### config.mk
export PLATFORM = sky130hd
export DESIGN_NAME = tsg_seq_fsm
export DESIGN_NICKNAME = d
export VERILOG_FILES = /design/src/rtl/tsg_pkg.sv /design/src/rtl/tsg_seq_fsm.sv
export SDC_FILE = /design/constraint.sdc
export NUM_CORES = 1
export LEC_CHECK = 0
export ABC_AREA = 1
export BUFFER_PORTS_ARGS = -buffer_cell sky130_fd_sc_hd__buf_2
export CAP_MARGIN = 40
export CORE_AREA = 4 4 41 43
export DETAILED_ROUTE_END_ITERATION = 12
export DIE_AREA = 0 0 45 47
export GPL_ROUTABILITY_DRIVEN = 0
export SETUP_SLACK_MARGIN = 0.2
export SLEW_MARGIN = 30
export SYNTH_ARGS = -nofsm -noshare
export SYNTH_HDL_FRONTEND = slang
export SYNTH_SLANG_ARGS = --single-unit
### constraint.sdc
create_clock -name clk -period 1.4 [get_ports clk]
set_clock_uncertainty 0.1 [all_clocks]
set_input_delay 0.28 -clock clk [delete_from_list [all_inputs] [get_ports clk]]
set_output_delay 0.28 -clock clk [all_outputs]
set_load 0.01 [all_outputs]
### src/rtl/tsg_pkg.sv
package tsg_pkg;
    localparam int ADDR_W = 3;
    localparam int DATA_W = 8;

    localparam logic [ADDR_W-1:0] A_MODE  = 3'd0;
    localparam logic [ADDR_W-1:0] A_SEQ   = 3'd1;
    localparam logic [ADDR_W-1:0] A_WOPEN = 3'd2;
    localparam logic [ADDR_W-1:0] A_WRST  = 3'd3;
    localparam logic [ADDR_W-1:0] A_LEVEL = 3'd4;

    typedef enum logic [2:0] {
        SQ_IDLE,
        SQ_FASTOR,
        SQ_EFT,
        SQ_START,
        SQ_ACCEPT
    } seq_state_t;

    typedef enum logic {
        WN_IDLE,
        WN_OPEN
    } win_state_t;
endpackage

### src/rtl/tsg_seq_fsm.sv
module tsg_seq_fsm
    import tsg_pkg::*;
#(
    parameter int FASTOR_CYC = 8,
    parameter int EFT_CYC    = 4,
    parameter int START_CYC  = 2
) (
    input  logic clk,
    input  logic rst_n,
    input  logic active,
    input  logic go_cmd,
    input  logic accept_req,
    input  logic halt_cmd,
    output logic fastor_o,
    output logic eft_o,
    output logic start_o,
    output logic accept_o,
    output logic busy_o
);
    localparam int MAX_A = (FASTOR_CYC > EFT_CYC) ? FASTOR_CYC : EFT_CYC;
    localparam int MAX_PH = (MAX_A > START_CYC) ? MAX_A : START_CYC;
    localparam int CNT_W = (MAX_PH > 1) ? $clog2(MAX_PH) : 1;

    seq_state_t state_q, state_d;
    logic [CNT_W-1:0] cnt_q;
    logic acc_q;
    logic halt_q;
    logic phase_done;
    logic halt_now;

    always_comb begin
        unique case (state_q)
            SQ_FASTOR: phase_done = (cnt_q == CNT_W'(FASTOR_CYC - 1));
            SQ_EFT:    phase_done = (cnt_q == CNT_W'(EFT_CYC - 1));
            SQ_START:  phase_done = (cnt_q == CNT_W'(START_CYC - 1));
            default:   phase_done = 1'b1;
        endcase
    end

    assign halt_now = halt_q || halt_cmd;

    always_comb begin
        state_d = state_q;
        if (!active) begin
            state_d = SQ_IDLE;
        end else begin
            unique case (state_q)
                SQ_IDLE:   if (go_cmd) state_d = SQ_FASTOR;
                SQ_FASTOR: if (phase_done) state_d = SQ_EFT;
                SQ_EFT:    if (phase_done) state_d = SQ_START;
                SQ_START: begin
                    if (phase_done) begin
                        if (acc_q)         state_d = SQ_ACCEPT;
                        else if (halt_now) state_d = SQ_IDLE;
                        else               state_d = SQ_FASTOR;
                    end
                end
                SQ_ACCEPT: state_d = halt_now ? SQ_IDLE : SQ_FASTOR;
                default:   state_d = SQ_IDLE;
            endcase
        end
    end

    always_ff @(posedge clk or negedge rst_n) begin
        if (!rst_n) begin
            state_q <= SQ_IDLE;
            cnt_q   <= '0;
            acc_q   <= 1'b0;
            halt_q  <= 1'b0;
        end else begin
            state_q <= state_d;
            if (state_d != state_q) cnt_q <= '0;
            else                    cnt_q <= cnt_q + 1'b1;
            if (state_q == SQ_IDLE && go_cmd) acc_q <= accept_req;
            if (state_d == SQ_IDLE) halt_q <= 1'b0;
            else if (halt_cmd)      halt_q <= 1'b1;
        end
    end

    always_comb begin
        fastor_o = 1'b0;
        eft_o    = 1'b0;
        start_o  = 1'b0;
        accept_o = 1'b0;
        busy_o   = active && (state_q != SQ_IDLE);
        unique case (state_q)
            SQ_FASTOR: fastor_o = active;
            SQ_EFT:    eft_o    = active;
            SQ_START:  start_o  = active;
            SQ_ACCEPT: accept_o = active;
            default:   ;
        endcase
    end
endmodule

# Yosys cells after proc, flatten, opt, wreduce, memory -nomap -nowiden
# Index checks and enable logic that the tools add are counted.
# op_classes
n_eq_ne,8
reduce_logical,7
addsub,1
mux,16
# op_table
op,n
3-bit two-way mux,7
3-bit one-hot mux with 5 select lines,1
"3-bit by 2-bit == test with 1-bit output, second input constant",3
1-bit two-way mux,7
"3-bit by 1-bit == test with 1-bit output, second input constant",2
"3-bit == test, second input constant",2
3-bit logical NOT,2
"3-bit by 1-bit adder with 3-bit output, second input constant",1
3-bit inequality test,1
1-bit one-hot mux with 3 select lines,1
3-bit nonzero test,1
1-bit logical AND,2
2-bit nonzero test,1
1-bit logical OR,1
# word_totals
input_bits,6
reg_bits,8
word_cells,36
out_inout_bits,5

# Logic depth before layout (Yosys ltp)
# Gate-level depths: netlist of the first run.
# logic_depth
word_depth,8
depth_mapped,13
mapped_depth_nobuf,13

# Least setup slack after synthesis of the first run
# No wires, ideal clock.
# synth_timing
path_kind,register to register
start,register state_q[2]
end,register cnt_q[0]
path_stages_with_launch,14
t_arrival_ps,1359
period_less_slack_ps,1531
slack_ps,-131
setup_ps,72
path_cell_list,dfrtp_1 inv_2 nand2_2 nand2_1 nand3_2 nor2_4 nor2_2 nor2_2 nand2_1 nand2_1 nand2_2 nand2_2 nand3_2 nor2_1
# synth_via
elab_chain_cells,7
elab_cells_between_ends,14
# synth_lines
item,line,text
"start, declared",tsg_seq_fsm.sv:24,"seq_state_t state_q, state_d;"
"start signal, assigned",tsg_seq_fsm.sv:71,state_q <= state_d;
3-bit by 2-bit == test with 1-bit output / 3-bit by 1-bit == test with 1-bit output (equally long branches),"tsg_seq_fsm.sv:32, tsg_seq_fsm.sv:47",
1-bit one-hot mux with 3 select lines,tsg_seq_fsm.sv:32,unique case (state_q)
"3-bit two-way mux, on equally long branches","tsg_seq_fsm.sv:52, tsg_seq_fsm.sv:49, tsg_seq_fsm.sv:50",
3-bit one-hot mux with 5 select lines,tsg_seq_fsm.sv:47,unique case (state_q)
3-bit two-way mux,tsg_seq_fsm.sv:44,if (!active) begin
3-bit inequality test *,tsg_seq_fsm.sv:72,if (state_d != state_q) cnt_q <= '0;
3-bit two-way mux *,tsg_seq_fsm.sv:72,
"end signal, assigned",tsg_seq_fsm.sv:73,else cnt_q <= cnt_q + 1'b1;
"end, declared",tsg_seq_fsm.sv:25,logic [CNT_W-1:0] cnt_q;
# Mark *: on every way between the ends. The rest lies on a longest branch, timed or not.
# A chain may end at the register's enable or synchronous reset.

# Worst setup path after layout of the first run
# layout_timing
start,register state_q[1]
end,output port fastor_o
# layout_via
elab_chain_cells,2
# layout_lines
item,line,text
3-bit by 1-bit == test with 1-bit output,tsg_seq_fsm.sv:86,unique case (state_q)
1-bit two-way mux,tsg_seq_fsm.sv:86,
"end, declared",tsg_seq_fsm.sv:14,"output logic fastor_o,"
# No other way between the ends.

==> flow_metrics.py, run 1 <==
metrics = {
    "min_path": {
        "hp-start": "accept_req",
        "holdPathEnd": "acc_q",
        "holdCritPathClass": "in2reg",
        "hold_depth": 3,
    },
    "die": {
        "core_region_area_um2": 1300,
        "die_h_um": 47,
        "start_util_pct": 41.8,
        "fp-row-count": 13,
        "io_pins": 11,
        "die_w_um": 45,
        "die-area_um2": 2120,
    },
    "route": {
        "wl_um": 1420,
        "num_vias": 577,
        "ant_nets": 0,
        "wl_per_cell_um": 11.1,
        "drt-initial-drc-count": 15,
        "drc": 0,
        "drt_pass1_iterations": 4,
        "viasPerCell": 4.51,
    },
    "power": {
        "power_density_nw_per_um2": 866,
        "peakVddDrop_mv": 0.716,
        "leakagePower_nw": 0.488,
    },
    "global_routing": {
        "grt_usage_pct": 14.7,
        "grt.overflow.total": 0,
        "grt_first_pass_wirelength_um": 2250,
        "met1_usage_pct": 19.4,
        "busiest_layer": "met2",
        "grt_use_met3_pct": 1.15,
        "grt_antenna_before_repair": 0,
        "grt_pass1_vias": 549,
        "grtUsageMet2_pct": 23.4,
        "grt_max_degree": 9,
    },
    "critical_path": {
        "path_class": "reg2out",
        "worst-r2r-setup-slack_ps": -310,
        "critPathRequiredTime_ps": 1020,
        "start_kind": "register",
        "arrival_ps": 1370,
        "critPathMaxFanout": 4,
        "regToRegEndpoint": "cnt_q[1]",
        "crit_path_end_kind": "output port",
        "reg2reg_depth": 12,
        "r2r_start": "state_q[1]",
    },
    "synthesis": {
        "yosys.area.top_type_share_pct": 36.8,
        "ys_ff_latch": 8,
        "synth.yosys.seq_area_share_pct": 36.8,
        "synthTopCellsByCount": "nor2_1, inv_1, nand2_1",
        "synth.avg_cell_area_um2": 7.46,
        "ys.flop_type": "dfrtp_1",
        "netlist_area_um2": 544,
        "synthTopCellsByArea": "dfrtp_1, nor2_1, nand3_2",
        "synth.most_common_cell": "nor2_1",
        "synth_area_leader_cell": "dfrtp_1",
        "ys_warn_count": 0,
        "synth_cell_types": 21,
        "syn_inst": 73,
        "syn_nets": 80,
        "synth_edf_count": 0,
        "synth-async-reset-ratio_pct": 100,
    },
    "timing": {
        "tightest_slew_ps": 247,
        "report.final.setup_viol": 12,
        "max_freq_ghz": 0.572,
        "fin_ws_ps": -348,
        "min_period_ps": 1750,
        "report.final.slew_viol_count": 0,
        "relSlewSlack_pct": 83.5,
        "finalCritPeriodShare_pct": 125,
        "rsz0062_at_grt": "true",
        "hold_violations": 0,
    },
    "placed_design": {
        "dpl-instance-area_um2": 749,
        "dp_hpwl_um": 975,
        "port_buffers": 10,
    },
    "outcome": {
        "status": "finished, violations left",
        "violations": "setup timing",
    },
    "cts": {
        "h-tree-depth": 1,
        "cts_buffers": 3,
        "cts_root_buffer": "clkbuf_4",
        "cts-root-to-sink-buffers": 2,
        "cts.sinks": 8,
        "cts.clk_slew.worst_paths_ps": 50,
        "clk_latency_ps": 240,
        "cts_tree": "done",
    },
    "cells_and_area": {
        "antennaDiodeCount": 0,
        "fin_area_um2": 981,
        "final_core_util_pct": 75.4,
        "layout-drive-gt1-share_pct": 63.7,
        "layout-area-overhead-vs-synth_pct": 80.2,
        "fin_nets": 122,
    },
    "flow_run": {
        "max_cap_violations": 0,
    },
}
[power breakdown]
part / internal, mW / switching [mW] / leakage [nW]
clock: 0.0973 / 0.0662 / 0.0138
sequential: 0.274 / 0.0418 / 0.100
combinational: 0.177 / 0.193 / 0.374
[state kept, by name (all words and copies together) (netlist names)]
| name | cells |
|---|---|
| acc_q | 1 |
| state_q | 3 |
| halt_q | 1 |
| cnt_q | 3 |
[metal layers]
layer	share of wire (%)	vias up	wire (um)
met5	0	-	0
met4	0.85	0	12
met3	2.2	2	31
met2	50	7	711
met1	47	248	663
li1	-	320	-
[how the worst max path moves through the flow]
| stage | startpoint | to | slack [ps] | cells past startpoint |
|---|---|---|---|---|
| final | state_q[1] | fastor_o | -350 | 7 |
| after global routing | state_q[2] | cnt_q[1] | -460 | 13 |
| after CTS | state_q[1] | fastor_o | -280 | 6 |
| after detailed placement | state_q[1] | cnt_q[1] | -260 | 12 |
| after global placement | state_q[1] | cnt_q[2] | -250 | 12 |
| after floorplan | state_q[2] | cnt_q[0] | -130 | 13 |
[cells in the final DEF (no fill, tap or decap), drive strengths merged]
cell	netlist	layout
ha	1	1
nor3	3	3
nand2	13	13
xnor2	1	1
a21oi	2	2
clkbuf	1	3
dfrtp	8	8
nor2	16	16
a31oi	1	1
nor4	1	1
dlygate4sd3	0	1
inv	11	11
buf	1	38
nand4	1	1
o21ai	2	2
nand3	11	11
[per-stage QoR]
stage,TNS (ps),power [mW],hold slack [ps],std cells,worst slack (ps)
3_3_place_gp,-1510,0.580,26.2,117,-253
6_report,-2740,0.849,206,128,-348
3_5_place_dp,-1550,0.586,25.4,117,-263
2_1_floorplan,-447,0.480,-116,73,-131
4_1_cts,-2480,0.768,200,123,-279
5_1_grt,-4080,0.922,216,128,-459
[cells by family (layout without fill, tap and decap cells)]
kind of cell    after synthesis  after routing  share of synthesized area [%]
xor+xnor                      1              1                           1.61
flops                         8              8                           36.8
fa+ha+maj                     1              1                           2.30
buf+inv                      13             53                           11.5
compound gates                5              5                           4.83
simple gates                 45             45                           43.0
[critical path: stages (launching register included)]
cell and delay, ps:
dfrtp_2 440, buf_6 140, buf_6 110, inv_4 50, nand3_4 70, buf_6 110, nor2_2 80, buf_2 130
[final cells by class]
cell class	count	area [um^2]
clock buffers	3	22.5
multi-input cells	52	383
inverters	11	43.8
well taps	15	18.8
flip-flops and latches	8	203
fillers	95	320
repair buffers	39	310
[timing repair]
action,4_1_cts,5_1_grt
hold buffers,1,0
buffers inserted,2,5
setup endpoints to repair,13,13
gates resized for setup,14,24
pin swaps,0,8
hold endpoints to repair,8,0
No activity file was read; power rests on OpenSTA's default activity.
==> run 2: changes to the inputs <==
CORE_AREA = not set   (was 4 4 41 43)
CORE_MARGIN = 4   (was not set)
CORE_UTILIZATION = 40   (was not set)
DIE_AREA = not set   (was 0 0 45 47)
==> run 2 against run 1 <==
Effect of this change:
- the run still ends with setup timing left
- critical path depth is 2 lower
- sequential share of layout area is 0.69 points higher
- largest cell class unchanged
- maximum frequency rose by 1.5%
- combinational power down 4%
- count of clock-buffer cells in the layout unchanged
- sequential power decreased by 2%
- non-clock buffer count down 4
- worst hold slack improved by 20 ps
- global-route usage rose by 1.8 points
==> flow_metrics.py, run 2 (synthesis results as in run 1) <==
metrics = {
    "critical_path": {
        "path_delay_family": "buffers and inverters",
        "critPathBufInv": 4,
        "r2r_start": "state_q[0]",
        "regToRegEndpoint": "cnt_q[1]",
        "crit_top_cell": "buf_6",
        "crit_end": "accept_o",
        "crit_chain": "buf_6 > buf_6 > buf_6 > nor4_2 > buf_2",
        "critPathMaxFanout": 4,
        "critPathRequiredTime_ps": 1020,
        "worst-r2r-setup-slack_ps": -240,
        "crit_path_end_kind": "output port",
        "arrival_ps": 1340,
        "crit_path_top_delay_cell": "dfrtp_1",
        "path_depth": 5,
        "start_kind": "register",
        "path_class": "reg2out",
        "reg2reg_depth": 9,
        "max_stage_delay_ps": 390,
        "cp-startpoint": "state_q[0]",
    },
    "route": {
        "wl_um": 1330,
        "num_vias": 591,
        "wl_per_cell_um": 10.7,
        "drt-initial-drc-count": 2,
        "viasPerCell": 4.77,
        "ant_nets": 0,
        "drc": 0,
        "drt_pass1_iterations": 2,
    },
    "global_routing": {
        "grt_antenna_before_repair": 0,
        "grt_usage_pct": 16.5,
        "grtUsageMet2_pct": 25.2,
        "met1_usage_pct": 20.8,
        "grt_max_degree": 9,
        "grt.overflow.total": 0,
        "grt_first_pass_wirelength_um": 2410,
        "grt_use_met3_pct": 2.79,
        "busiest_layer": "met2",
        "grt_pass1_vias": 590,
    },
    "cts": {
        "cts-root-to-sink-buffers": 2,
        "h-tree-depth": 1,
        "cts_buffers": 3,
        "clk_latency_ps": 250,
        "cts.sinks": 8,
        "cts_tree": "done",
        "cts.clk_slew.worst_paths_ps": 50,
        "cts_root_buffer": "clkbuf_4",
    },
    "cells_and_area": {
        "layout-drive-gt1-share_pct": 60.6,
        "fin_nets": 118,
        "fillers": 99,
        "layout_common_cells": "buf_4, buf_6, nor2_1",
        "layout-area-overhead-vs-synth_pct": 73.3,
        "antennaDiodeCount": 0,
        "final_core_util_pct": 73.4,
        "fin_area_um2": 943,
        "top_regs": "cnt_q: 3 flops, state_q: 3 flops",
        "fin_cells": 124,
        "layout_commonest_cell": "buf_4",
    },
    "die": {
        "die_w_um": 44.9,
        "core_region_area_um2": 1280,
        "die_h_um": 44.9,
        "fp-row-count": 13,
        "start_util_pct": 42.4,
        "die-area_um2": 2010,
        "io_pins": 11,
    },
    "power": {
        "power_density_nw_per_um2": 879,
        "leakagePower_nw": 0.467,
        "power_uw": 829,
        "peakVddDrop_mv": 0.753,
    },
    "placed_design": {
        "dpl-instance-area_um2": 719,
        "dp_hpwl_um": 947,
        "port_buffers": 10,
        "place_ws_ps": -235,
        "dp_cells": 113,
    },
    "timing": {
        "fin_ws_ps": -322,
        "fin_hold_ws_ps": 227,
        "report.final.slew_viol_count": 0,
        "rsz0062_at_grt": "true",
        "finalCritPeriodShare_pct": 123,
        "fin_tns_setup_ps": -2120,
        "report.final.setup_viol": 11,
        "min_period_ps": 1720,
        "max_freq_ghz": 0.581,
        "relSlewSlack_pct": 85.7,
        "hold_violations": 0,
        "tightest_slew_ps": 213,
    },
    "flow_run": {
        "max_cap_violations": 0,
    },
    "min_path": {
        "hold_depth": 3,
        "holdCritPathClass": "in2reg",
    },
    "outcome": {
        "status": "finished, violations left",
        "violations": "setup timing",
    },
}
## run 2: cell count changes in the layout (fill, tap and decap cells not counted), moves of 2 or more
cell	before	now
nand3_2	3	5
inv_2	1	3
nor2_1	7	11
buf_4	19	13
inv_1	9	7
nor2_2	5	1
buf_6	10	12
o21ai_1	2	0
## run 2: what timing repair did
| item | CTS | global route |
|---|---|---|
| pin swaps | 8 | 9 |
| setup buffers | 4 | 3 |
| setup endpoints to repair | 13 | 13 |
| hold buffers | 1 | 0 |
| gates resized for setup | 25 | 11 |
| endpoints found under the hold margin | 8 | 0 |
## run 2: layer usage
metal  vias to the layer above  part of all wire [%]
li1                        310                     -
met1                       271                    43
met2                         8                    52
met3                         2                   2.9
met4                         0                   1.8
met5                         -                     0
## run 2: final cells by class
type / instances / area (um^2) / area share [%]
Clock buffer: 3 / 22.5 / 2.39
Inverter: 11 / 43.8 / 4.64
Multi-Input combinational cell: 52 / 369 / 39.1
Sequential cell: 8 / 201 / 21.4
Tap cell: 15 / 18.8 / 1.99
Timing Repair Buffer: 35 / 288 / 30.5
## run 2: power by group
group	internal, mW	leakage, nW	switching [mW]
Sequential	0.274	0.102	0.0357
Combinational	0.175	0.351	0.179
Clock	0.0973	0.0138	0.0675
## run 2: worst min path at each step
stage                from  endpoint  slack [ps]
3_5_place_dp        rst_n     acc_q          30
4_1_cts        accept_req     acc_q         210
5_1_grt        accept_req     acc_q         230
6_report       accept_req     acc_q         230
3_3_place_gp        rst_n     acc_q          30
2_1_floorplan       rst_n     acc_q        -120
## run 2: worst register-to-register path: cells and delay by family, from the launching register on
kind                   cells  cell delay, ps
AOI/OAI and AO/OA          1              90
buffers and inverters      4             500
DFF                        1             390
and+or+nand+nor            4             510
